===== config.mk =====
export PLATFORM = sky130hd
export DESIGN_NAME = dma_chregs
export DESIGN_NICKNAME = d
export VERILOG_FILES = /design/src/rtl/dma_chregs_pkg.sv /design/src/rtl/dma_chregs_decode.sv /design/src/rtl/dma_chregs_chan.sv /design/src/rtl/dma_chregs_rdval.sv /design/src/rtl/dma_chregs.sv
export SDC_FILE = /design/constraint.sdc
export NUM_CORES = 1
export LEC_CHECK = 0
export BUFFER_PORTS_ARGS = -buffer_cell sky130_fd_sc_hd__buf_4
export CAP_MARGIN = 0
export CORE_MARGIN = 2
export CORE_UTILIZATION = 62
export CTS_CLUSTER_DIAMETER = 40
export CTS_CLUSTER_SIZE = 16
export DETAILED_ROUTE_END_ITERATION = 12
export GPL_TIMING_DRIVEN = 0
export PLACE_DENSITY = 0.87
export SLEW_MARGIN = 20
export SYNTH_ARGS = -nofsm -noshare
export SYNTH_HDL_FRONTEND = slang
export SYNTH_SLANG_ARGS = --single-unit

===== constraint.sdc =====
create_clock -name clk -period 5 [get_ports clk]
set_input_delay 0.25 -clock clk [delete_from_list [all_inputs] [get_ports clk]]
set_output_delay 0.25 -clock clk [all_outputs]
set_load 0.01 [all_outputs]

===== src/rtl/dma_chregs_pkg.sv =====
package dma_chregs_pkg;
  // register select taken from the low bit of the shifted port offset
  typedef enum logic {
    SEL_ADDR = 1'b0,
    SEL_CNT  = 1'b1
  } reg_sel_e;

  localparam int BASE_W = 16;
  localparam int BYTE_W = 8;
endpackage


===== src/rtl/dma_chregs_decode.sv =====
module dma_chregs_decode
  import dma_chregs_pkg::*;
#(
  parameter int NCH    = 4,
  parameter int WSHIFT = 0
) (
  input  logic [$clog2(NCH)+WSHIFT:0] port_off,
  output logic [$clog2(NCH)-1:0]      ch,
  output reg_sel_e                    sel
);
  localparam int CHW = $clog2(NCH);

  logic [CHW:0] idx;

  always_comb begin
    idx = port_off[CHW+WSHIFT:WSHIFT];
    ch  = idx[CHW:1];
    sel = reg_sel_e'(idx[0]);
  end
endmodule


===== src/rtl/dma_chregs_chan.sv =====
module dma_chregs_chan
  import dma_chregs_pkg::*;
#(
  parameter int WSHIFT = 0,
  localparam int VW    = BASE_W + WSHIFT
) (
  input  logic              clk,
  input  logic              rst,
  input  logic              wr_en,
  input  logic              hi_byte,
  input  reg_sel_e          sel,
  input  logic [BYTE_W-1:0] wr_data,
  input  logic              prog_we,
  input  logic [VW-1:0]     prog_cnt,
  output logic [BASE_W-1:0] base_cnt,
  output logic [VW-1:0]     cur_addr,
  output logic [VW-1:0]     cur_cnt,
  output logic              reload
);
  logic [BASE_W-1:0] base_addr;
  logic [BASE_W-1:0] merged;
  logic [BASE_W-1:0] addr_nx;

  always_comb begin
    merged = (sel == SEL_ADDR) ? base_addr : base_cnt;
    if (hi_byte) merged[15:8] = wr_data;
    else         merged[7:0]  = wr_data;
    reload  = wr_en && hi_byte;
    addr_nx = (wr_en && sel == SEL_ADDR) ? merged : base_addr;
  end

  always_ff @(posedge clk) begin
    if (rst) begin
      base_addr <= '0;
      base_cnt  <= '0;
      cur_addr  <= '0;
      cur_cnt   <= '0;
    end else begin
      if (wr_en) begin
        if (sel == SEL_ADDR) base_addr <= merged;
        else                 base_cnt  <= merged;
      end
      if (reload) begin
        cur_addr <= VW'(addr_nx) << WSHIFT;
        cur_cnt  <= '0;
      end else if (prog_we) begin
        cur_cnt <= prog_cnt;
      end
    end
  end
endmodule


===== src/rtl/dma_chregs_rdval.sv =====
module dma_chregs_rdval
  import dma_chregs_pkg::*;
#(
  parameter int WSHIFT = 0,
  localparam int VW    = BASE_W + WSHIFT
) (
  input  logic [BASE_W-1:0] base_cnt,
  input  logic [VW-1:0]     cur_addr,
  input  logic [VW-1:0]     cur_cnt,
  input  logic              down,
  input  reg_sel_e          sel,
  input  logic              hi_byte,
  output logic [BYTE_W-1:0] byte_o
);
  logic [VW-1:0] val;
  logic [VW-1:0] shifted;

  always_comb begin
    if (sel == SEL_CNT) val = (VW'(base_cnt) << WSHIFT) - cur_cnt;
    else if (down)      val = cur_addr - cur_cnt;
    else                val = cur_addr + cur_cnt;
    shifted = hi_byte ? (val >> (WSHIFT + BYTE_W)) : (val >> WSHIFT);
    byte_o  = shifted[BYTE_W-1:0];
  end
endmodule


===== src/rtl/dma_chregs.sv =====
module dma_chregs
  import dma_chregs_pkg::*;
#(
  parameter int NCH    = 4,
  parameter int WSHIFT = 0
) (
  input  logic                          clk,
  input  logic                          rst,
  input  logic [$clog2(NCH)+WSHIFT:0]   port_off,
  input  logic                          wr_stb,
  input  logic                          rd_stb,
  input  logic [7:0]                    wr_data,
  output logic [7:0]                    rd_data,
  input  logic [NCH-1:0]                dir_down,
  input  logic                          prog_we,
  input  logic [$clog2(NCH)-1:0]        prog_ch,
  input  logic [BASE_W+WSHIFT-1:0]      prog_cnt
);
  localparam int CHW = $clog2(NCH);
  localparam int VW  = BASE_W + WSHIFT;

  logic [CHW-1:0]    dec_ch;
  reg_sel_e          dec_sel;
  logic              ptr_hi;
  logic [BASE_W-1:0] base_cnt_a [NCH];
  logic [VW-1:0]     cur_addr_a [NCH];
  logic [VW-1:0]     cur_cnt_a  [NCH];
  logic [NCH-1:0]    reload_vec;
  logic [7:0]        rd_byte;

  dma_chregs_decode #(.NCH(NCH), .WSHIFT(WSHIFT)) u_dec (
    .port_off (port_off),
    .ch       (dec_ch),
    .sel      (dec_sel)
  );

  for (genvar i = 0; i < NCH; i++) begin : g_ch
    dma_chregs_chan #(.WSHIFT(WSHIFT)) u_chan (
      .clk      (clk),
      .rst      (rst),
      .wr_en    (wr_stb && (dec_ch == CHW'(i))),
      .hi_byte  (ptr_hi),
      .sel      (dec_sel),
      .wr_data  (wr_data),
      .prog_we  (prog_we && (prog_ch == CHW'(i))),
      .prog_cnt (prog_cnt),
      .base_cnt (base_cnt_a[i]),
      .cur_addr (cur_addr_a[i]),
      .cur_cnt  (cur_cnt_a[i]),
      .reload   (reload_vec[i])
    );
  end

  dma_chregs_rdval #(.WSHIFT(WSHIFT)) u_rd (
    .base_cnt (base_cnt_a[dec_ch]),
    .cur_addr (cur_addr_a[dec_ch]),
    .cur_cnt  (cur_cnt_a[dec_ch]),
    .down     (dir_down[dec_ch]),
    .sel      (dec_sel),
    .hi_byte  (ptr_hi),
    .byte_o   (rd_byte)
  );

  always_ff @(posedge clk) begin
    if (rst) begin
      ptr_hi  <= 1'b0;
      rd_data <= '0;
    end else begin
      if (rd_stb || wr_stb) ptr_hi  <= ~ptr_hi;
      if (rd_stb)           rd_data <= rd_byte;
    end
  end
endmodule


After elaboration in Yosys (flattened, before gate mapping) --
Index checks and enable logic that the tools add are counted.
Word-level totals: input bits 38, output and inout port bits 8, flip-flop bits (word level) 265
Operators by class: bitwise operators 3, order comparisons 2, equal/unequal tests 6, multiplexer cells 30, reductions and logical operators 31, add/sub/neg operators 3
Operators with widths (count):
- 16-bit two-way mux | 16
- 16-bit binary-select mux with 2-bit select | 3
- 8-bit two-way mux | 9
- 16-bit subtractor | 2
- 16-bit adder | 1
- 1-bit logical AND | 16
- 2-bit AND reduction | 8
- 2-bit equality test, second input constant | 4
- 2-bit OR reduction | 4
- 2-bit by 1-bit equality test with 1-bit output, second input constant | 2
- 2-bit logical NOT | 2
- 3-bit >= comparator, second input constant | 1
- 2-bit by 3-bit less-than comparator with 1-bit output, second input constant | 1
- 2-bit NOT with 3-bit output | 1
- 1-bit binary-select mux with 2-bit select | 1
- 1-bit NOT | 2
- 1-bit logical OR | 1
- 1-bit two-way mux | 1

Logic depth before layout (Yosys ltp) --
Gate-level depths: netlist (run 1).
depth in word-level cells 8, depth in mapped cells 18

Modules after synthesis --
Synthesis (run 1) repeated with hierarchy kept, for this count alone.
Second synthesis, totals: cell total of the unflattened synthesis 1380, area total of the unflattened synthesis 14127.3 um^2
By module, submodules not included:
- dma_chregs_chan | sequential area each 1281.2 um^2, area each 2590.0 um^2, times used 4, cells an instance 243
- dma_chregs_rdval | sequential area each 0.0 um^2, area each 2129.5 um^2, times used 1, cells an instance 304
- dma_chregs | sequential area each 180.2 um^2, area each 1615.3 um^2, times used 1, cells an instance 101
- dma_chregs_decode | sequential area each 0.0 um^2, area each 22.5 um^2, times used 1, cells an instance 3

Least setup slack after synthesis (run 1) --
No wires, ideal clock.
path type input to register, start point input port port_off[1], end point register rd_data[2], setup slack 0.806 ns, required time 4.914 ns, cell stages on the path 18, arrival time 4.108 ns, cell sequence buf_6 buf_4 buf_2 buf_2 buf_2 mux4_2 inv_1 ha_1 inv_1 fa_1 a211oi_1 o21bai_1 a31oi_1 o21ai_0 nor2_1 xor2_1 mux4_2 a211oi_1
Between the ends: longest elaborated chain between the ends 8, elaborated cells between the ends (all ways) 18
RTL lines:
- start, declared | line dma_chregs.sv:9 | input logic [$clog2(NCH)+WSHIFT:0] port_off,
- 2-bit NOT with 3-bit output (not written as such) | line dma_chregs.sv:55, dma_chregs.sv:56, dma_chregs.sv:57
- 16-bit binary-select mux with 2-bit select, on equally long branches | line dma_chregs.sv:56, dma_chregs.sv:57
- 16-bit two-way mux, on equally long branches (2 in a row) | line dma_chregs.sv:56, dma_chregs.sv:57
- 16-bit adder or 16-bit subtractor (tied branches) | line dma_chregs_rdval.sv:21, dma_chregs_rdval.sv:20
- 16-bit two-way mux | line dma_chregs_rdval.sv:20 | else if (down) val = cur_addr - cur_cnt;
- 16-bit two-way mux * | line dma_chregs_rdval.sv:19 | if (sel == SEL_CNT) val = (VW'(base_cnt) << WSHIFT) - cur_cnt;
- 8-bit two-way mux * | line dma_chregs_rdval.sv:22 | shifted = hi_byte ? (val >> (WSHIFT + BYTE_W)) : (val >> WSHIFT);
- end signal, assigned | line dma_chregs.sv:70 | if (rd_stb) rd_data <= rd_byte;
- end, declared | line dma_chregs.sv:13 | output logic [7:0] rd_data,
Mark *: on every way between the ends. The rest lies on a longest branch, timed or not. The select of a mux whose other input is x is not followed. A chain may end at the register's enable or synchronous reset.

Worst setup path in the final report (run 1) --
start point input port port_off[2], end point register rd_data[3]
The elaborated chain is that of the path after synthesis.

==> results.txt, run 1 <==
The core outline area came out at 0.02089 sq mm. The number of global-route vias before repair came out at around 12k. The clock period minus worst slack is roughly 4.9 ns. The nature of the critical path endpoint is a flip-flop.

The commonest cells after synthesis are nand2_1 (410), a21oi_1 (279), dfxtp_1 (265). The maximum count of clock buffers along a single path is 3. The weighted congestion at the end of routability-driven global placement is 1.037. The horizontal die dimension came out at between 100 and 150 microns.

The die covers about 0.022 sq mm. The count of antenna-violating nets left after detailed routing is 0. The number of failing hold endpoints at the final stage came out at 1. The I/O pin count came out at 46. The leakage power came out at between 5 and 6 nW. The setup check on the worst reg-to-reg path leaves a slack of ~0.54 ns.

The post-CTS clock slew at the launch and capture registers of the worst setup and hold paths came out at 0.06 ns. The number of antenna violations at the first check in global routing is 3. For hold timing, the worst endpoint is g_ch[3].u_chan.cur_cnt[12]. The number of warnings reported in the yosys synthesis log is 0.

The initial standard-cell utilization of the core came out at 62.70%. The fraction of the yosys area taken by sequential cells is between 40% and 50%. The capture instance of the worst register-to-register path is rd_data[3].

Setup slack on the critical path of the routed design comes to roughly 0.13 ns. The worst-skew pair later-pin latency is 0.54 ns. The top-area cell type share of the netlist area is a little over 40%. Once placement finished, the instance area stood at 0.01375 sq mm.

The startpoint of the most critical hold path is prog_cnt[12]. The area of all placed cells without fillers came out at ~0.015 sq mm. The total of buffers placed on input and output ports is just over 40. The number of cell rows is 53. Clock tree synthesis selected as its root buffer the cell clkbuf_16. The run finished, with violations left. The synthesized net count is about 1.6k. The post-detailed-routing wire length came out at about 43 mm. The final route contains around 13k vias. The final-layout setup total negative slack is 0 ns. The post-synthesis cell type count came out at 56.

In the final routed layout, each cell accounts on average for ~23 microns. For the pin with the worst max-slew slack, the measured transition is approximately 1.2 ns. The relative slew slack is roughly 19%. For this run, the top clock speed supported by timing is 0.2055 GHz. At the worst endpoint, the arrival time is 5.22 ns. The global-route wire length before repair came out at around 66 mm. The worst setup path is launched from an input port.

The post-synthesis instance area is around 0.013 sq mm. For the worst setup path, the data required time is between 5 and 6 ns. TritonCTS built the clock tree. The count of TritonRoute iterations in the first routing pass came out at 8. The final count of pins violating max slew is 0. The post-route netlist has 11.64% of its cells at a drive strength greater than 1. Setup repair after global routing left no endpoint under its margin. The per-cell via count in the routed design is ~6.6.

Of the available clock period, the critical path in the final layout requires between 90% and 100%. The top fanout value on the critical path came out at 10. The final cell count without fillers came out at ~1.9k. The final layout contains around 1.7k nets. The gate count of the mapped netlist came out at between 1.5k and 2k. The number of enable flip-flop cells after synthesis came out at 0. The average cell area after synthesis came out at between 8 and 9 sq um. The library cell with the largest summed area after synthesis is dfxtp_1. The worst-case IR drop observed on VDD is 0.3296 mV.

The cell with the most instances after synthesis is nand2_1. Entering global routing, the biggest net connects 15 pins. Setup violations remaining at the end of the flow were counted as 0. The cell count after placement is approximately 1.9k. The DRC violation total after the first TritonRoute iteration is 1497. OpenSTA, run right after detailed placement, puts the worst setup slack at -0.1143 ns.

The power density of the placed cells came out at approximately 390 mW/mm^2. The clock sink count is roughly 270. Sorting the synthesized cells by area gives the leading types as dfxtp_1 (41%), nand2_1 (12%), a21oi_1 (11%).

The wire-length estimate of the detail-placed layout is around 31 mm. In this run the worst hold path is classified as in2reg. The checks that failed: negative hold slack.

The kind of critical path is in2reg. The number of max-cap violations came out at 0. Counting cells, the worst reg-to-reg path comes to 14. The number of instances on the worst hold path came out at 3. The H-tree level count came out at 2.

The count of state elements after synthesis is around 270. The post-route DRC violation count came out at 0. The die is 149.3 microns tall. The worst-case hold slack is -0.002680 ns. The number of setup buffers added after CTS is 0. The number of buffers created by CTS is 36.

The overflow left after global routing is 0. The most instantiated flip-flop cell in the synthesis netlist is dfxtp_1. The share of flip-flops with an asynchronous set or reset came out at 0%. From synthesis to final layout, the design area changed by 14.55%.

The total global routing track utilization is 38.51%. The final clock skew is between 0.03 and 0.04 ns. The critical register-to-register path startpoint is g_ch[0].u_chan.cur_cnt[1].
[logic make-up after synthesis]
logic type                 count (synthesis)  synth area share [%]
DFF                                      265                 40.50
muxes                                    117                 13.81
AOI/OAI and AO/OA                        418                 19.15
and+or+nand+nor                          542                 17.05
xor gates and xnor gates                  35                 2.398
adders and majority gates                 33                 3.267
buffers and inverters                    124                 3.812
[worst max path at each step]
stage	depth (start not counted)	from	to	slack [ns]
after floorplan	18	port_off[1]	rd_data[2]	0.81
after global placement	18	port_off[2]	rd_data[2]	0.02
after detailed placement	15	port_off[2]	rd_data[3]	-0.11
after CTS	15	port_off[2]	rd_data[3]	0.32
after global routing	15	port_off[2]	rd_data[3]	0.07
final	15	port_off[2]	rd_data[3]	0.13
[per-stage QoR]
stage	power, mW	hold slack [ns]	utilization [%]
after floorplan	2.919	0.3860	-
after global placement	3.161	0.4388	65.82
after detailed placement	3.194	0.4467	65.82
after CTS	5.766	0.0004940	71.79
after global routing	5.958	0.004921	71.81
final	5.828	-0.002680	71.82
[power breakdown]
group	internal [mW]	leakage, nW	total [mW]	switching [mW]
Combinational	0.375	3.07	0.976	0.601
Sequential	2.18	2.15	2.23	0.0466
Clock	1.58	0.589	2.63	1.04
Total	4.14	5.80	5.83	1.69
[state kept, by name (all words and copies together) (netlist names)]
name / cells
g_ch.u_chan.base_addr: 64
g_ch.u_chan.base_cnt: 64
g_ch.u_chan.cur_addr: 64
g_ch.u_chan.cur_cnt: 64
rd_data: 8
ptr_hi: 1
[critical path: stages]
cell	delay, ns
buf_2	0.20
buf_2	0.35
buf_2	0.36
buf_2	0.27
clkbuf_1	0.55
mux4_2	0.49
ha_1	0.38
a21o_1	0.22
a2111oi_0	0.68
a21oi_1	0.26
a211oi_1	0.31
xor2_1	0.22
nor2_1	0.06
a211oi_1	0.43
o32ai_1	0.18
[layout make-up]
cell class | instances | area [sq um]
Clock buffer | 38 | 928.4
Inverter | 28 | 105.1
Clock inverter | 25 | 287.8
Antenna cell | 1 | 2.502
Timing Repair Buffer | 44 | 337.8
Tap cell | 275 | 344.1
Multi-Input combinational cell | 1145 | 7298
Buffer | 96 | 394.1
Fill cell | 1464 | 5886
Sequential cell | 265 | 5305
[per-layer routing]
layer  share of wire [%]  global-route usage (%)  vias up
li1                    -                       -     5570
met1                  36                   46.54     5879
met2                  43                   59.33      928
met3                  14                   13.24      244
met4                 7.0                   23.24        4
met5               0.046                       0        -
[layout by cell type, fill, tap and decap left out, drive strengths merged, types with 3 or more instances in the layout]
cell type and instances:
xor2 6, a21o 6, a31oi 8, bufinv 4, and3 4, clkinvlp 5
o22a 64, nor4 5, o211ai 3, or3 6, nor3 18, mux2i 66
ha 31, dlygate4sd3 3, o31a 3, o22ai 5, a211oi 10, a21oi 279
o21a 9, dfxtp 265, xnor2 29, nor2 59, o32ai 3, clkinv 8
nand3 10, inv 36, a41oi 3, or2 5, o21ai 15, mux4 51
buf 64, nand2 410, nor2b 11, o31ai 3, clkbuf 111, nand2b 4
[timing repair]
item | 4_1_cts | 5_1_grt
hold buffers | 3 | 0
gates resized for setup | 0 | 0
endpoints found under the hold margin | 4 | 0
Power figures use the tool's default switching activity.
==> run 2, diff against run 1 <==
--- a/config.mk
+++ b/config.mk
@@ -8,12 +8,12 @@
 export BUFFER_PORTS_ARGS = -buffer_cell sky130_fd_sc_hd__buf_4
 export CAP_MARGIN = 0
 export CORE_MARGIN = 2
-export CORE_UTILIZATION = 62
+export CORE_UTILIZATION = 67
 export CTS_CLUSTER_DIAMETER = 40
 export CTS_CLUSTER_SIZE = 16
 export DETAILED_ROUTE_END_ITERATION = 12
 export GPL_TIMING_DRIVEN = 0
-export PLACE_DENSITY = 0.87
+export PLACE_DENSITY = 0.92
 export SLEW_MARGIN = 20
 export SYNTH_ARGS = -nofsm -noshare
 export SYNTH_HDL_FRONTEND = slang
==> constraint.sdc (replaced) <==
create_clock -name clk -period 5.6 [get_ports clk]
set_input_delay 0.28 -clock clk [delete_from_list [all_inputs] [get_ports clk]]
set_output_delay 0.28 -clock clk [all_outputs]
set_load 0.01 [all_outputs]
==> run 2 against run 1 <==
Critical path depth rose by 3. Largest power group unchanged. Register-to-register slack improved by 0.78 ns. Cell area fell by 0.37%. Non-clock buffer count rose by 11. Routed wire length rose by 0.15%. Hold slack got worse by 0.0014 ns. Critical endpoint is now rd_data[2]. Via count rose by 1.0%. First-iteration DRC count rose by 9.2%. Combinational power fell by 11%. Utilization rose by 5.5 points. Clock skew fell by 0.019 ns. The run still ends with negative hold slack left.
==> results.txt, run 2 (synthesized netlist as in run 1, its figures left out) <==
The flow ran to the end, but the final reports show violations. The final reports fail on negative hold slack. The DRC violation total after the first TritonRoute iteration is 1635 (+9.2%).

The area taken by flip-flops and latches came out at 0.005305 sq mm (unchanged). The number of max-cap violations came out at 0 (unchanged). The placed wire-length estimate came out at 31.07 mm (-0.53%). The routed length per instance was 22.71 microns (+0.51%). The final-layout setup total negative slack is 0 ns (unchanged).

The uppermost metal layer occupied by signal nets is met5. The number of failing hold endpoints at the final stage was 2 (+1). The power density of the placed cells came to 331.0 mW/mm^2 (-15%).

The transition time at the pin with the least slew margin came out at 1.090 ns (-0.1221 ns). The worst hold-check path type is in2reg. The final standard cell utilization of the core is 77.31% (+5.5 points). The post-CTS clock slew at the launch and capture registers of the worst setup and hold paths is 0.06 ns (about the same). The worst-skew pair later-pin latency came to 0.57 ns (+0.03 ns). The number of cell rows came out at 51 (-3.8%). The worst-case hold slack came out at -0.004033 ns (-0.001353 ns). The via total after detailed routing is 12.75k (+1.0%).

The number of buffers created by CTS is 30 (-17%). The final clock skew came out at 0.01409 ns (-0.01919 ns). The post-layout net count came out at 1692 (+0.30%). The post-detailed-routing wire length is 43.37 mm (+0.15%). The maximum count of clock buffers along a single path came out at 3 (unchanged). The relative slew slack came out at 26.79% (+8.2 points). The clock tree from TritonCTS is yes. The critical path arrival came out at 5.28 ns (+0.06 ns).

The final count of pins violating max slew came to 0 (unchanged). The clock sink count is 265 (unchanged). The tree is rooted in a clkbuf_16.

The count of fill cells added during filler insertion came out at 1261 (-14%). The total of buffers placed on input and output ports came out at 41 (unchanged). The length of routed met2 wiring was 19.27 mm (+2.7%). The total power is 4.948 mW (-15%). The top fanout value on the critical path came out at 10 (unchanged). The core outline area came out at 0.01933 sq mm (-7.4%). The share of the clock period used by the worst path is 86.08%.

The post-route DRC violation count came to 0 (unchanged). Setup repair after global routing left no endpoint under its margin. The number of diodes was 0 (-1). The total global routing track utilization came to 41.24% (+2.7 points). The initial standard-cell utilization of the core is 67.74% (+5.0 points). The H-tree level count came to 1 (-1). The clock period minus worst slack is about 4.8 ns.

The cell count after placement is 1840 (-0.54%). The floorplan die height is 143.8 microns (-3.7%). The number of endpoints failing setup at the final stage was 0 (unchanged).

The kind of critical path is in2reg. The number of antenna violations at the first check in global routing came out at 0 (-3). Compared with the post-synthesis result, the final layout area differs by 14.13%. The floorplan die area came to 0.02068 sq mm (-7.3%). The final cell count without fillers is 1910 (-0.37%). The number of global-route vias before repair came out at 11.97k (-1.9%). The worst setup path is launched from an input port. The critical path required time is 6.06 ns (+0.71 ns). The most common cell after layout, fill and taps aside is nand2_1. The I/O pin count is 46 (unchanged). The count of antenna-violating nets left after detailed routing is 0 (unchanged).

The worst setup path is captured at a flip-flop. The horizontal die dimension came out at 143.8 microns (-3.7%). The maximum number of pins on one net before global-route repair is 16 (+1). In the layout the commonest cells are nand2_1 (410), a21oi_1 (279), dfxtp_1 (265). The weighted congestion at the end of routability-driven global placement came to 1.048 (+1.1%). The global-route wire length before repair was 64.94 mm (-0.90%). The fraction of final layout cells sized beyond drive strength 1 came to 11.00% (-0.64 points). The count of TritonRoute iterations in the first routing pass was 7 (-1). The overflow left after global routing came out at 0 (unchanged). The area taken by multi-input logic gates came out at 0.007298 sq mm (unchanged). The peak supply drop is 0.3028 mV (-8.1%). The routed length on met1 was 15.73 mm (+1.4%). The leakage power was 5.772 nW (-0.56%). The per-cell via count in the routed design is 6.677 (+1.4%). The fmax is between 0.2 and 0.25 GHz. The routed length on met3 is 5.646 mm (-5.5%).
==> run 2: cell types whose count changed in the layout (fill, tap and decap cells not counted) <==
| cell | previous run | this run |
|---|---|---|
| inv_6 | 7 | 4 |
| clkbuf_16 | 36 | 31 |
| clkinv_2 | 6 | 3 |
| diode_2 | 1 | 0 |
| clkinv_4 | 0 | 3 |
| clkinvlp_4 | 5 | 4 |
| clkbuf_8 | 2 | 1 |
| dlygate4sd3_1 | 3 | 14 |
| clkbuf_1 | 73 | 76 |
==> run 2: layout make-up <==
cell class                 count  area share [%]
multi-input combinational   1145           48.82
sequential                   265           35.49
clock buffer                  35           5.357
timing repair buffer          55           2.997
buffer                        96           2.637
tap                          265           2.218
clock inverter                21           1.774
inverter                      28          0.7031
==> run 2: metal layers <==
layer,GRT usage (%),vias to the layer above
li1,-,5590
met1,51.72,5974
met2,65.56,957
met3,11.63,231
met4,20.33,2
met5,0,-
==> run 2: power by group <==
group	leakage (nW)	internal, mW	switching (mW)
Combinational	3.11	0.339	0.532
Sequential	2.15	1.94	0.0418
Clock	0.511	1.23	0.859
Total	5.77	3.52	1.43
==> run 2: path summary, 6_finish.rpt <==
check                                                from  cells after the start                   endpoint  slack, ns
worst max-delay path                          port_off[2]                     18                 rd_data[2]       0.78
worst min-delay path                          prog_cnt[4]                      3  g_ch[2].u_chan.cur_cnt[4]     -0.004
worst min register to register  g_ch[2].u_chan.cur_cnt[0]                      2  g_ch[2].u_chan.cur_cnt[0]       0.46
worst max register to register  g_ch[3].u_chan.cur_cnt[1]                     14                 rd_data[3]       1.32
==> run 2: stage by stage <==
stage | cell area, sq um | setup slack (ns) | hold slack, ns
after floorplan | 13100 | 1.376 | 0.4160
after global placement | 13740 | 0.4981 | 0.4388
after detailed placement | 13740 | 0.4275 | 0.4466
after CTS | 14940 | 0.9437 | 0.001403
after global routing | 14950 | 0.5777 | 0.01121
final | 14950 | 0.7793 | -0.004033
==> run 2: critical path, cell delays in order <==
cell      delay, ns
buf_2          0.21
buf_2          0.37
buf_2          0.38
buf_2          0.28
clkbuf_1       0.55
mux4_2         0.45
inv_1          0.11
ha_1           0.17
inv_1          0.06
fa_1           0.48
a211oi_1       0.33
o21bai_1       0.14
a31oi_1        0.34
o21ai_0        0.15
nor2_1         0.13
xor2_1         0.11
mux4_2         0.47
a211oi_1       0.26
==> run 2: repair_timing <==
action / CTS / global route
setup buffers: 0 / 0
hold buffers: 14 / 0
resized for setup: 0 / 0
endpoints found under the hold margin: 30 / 0
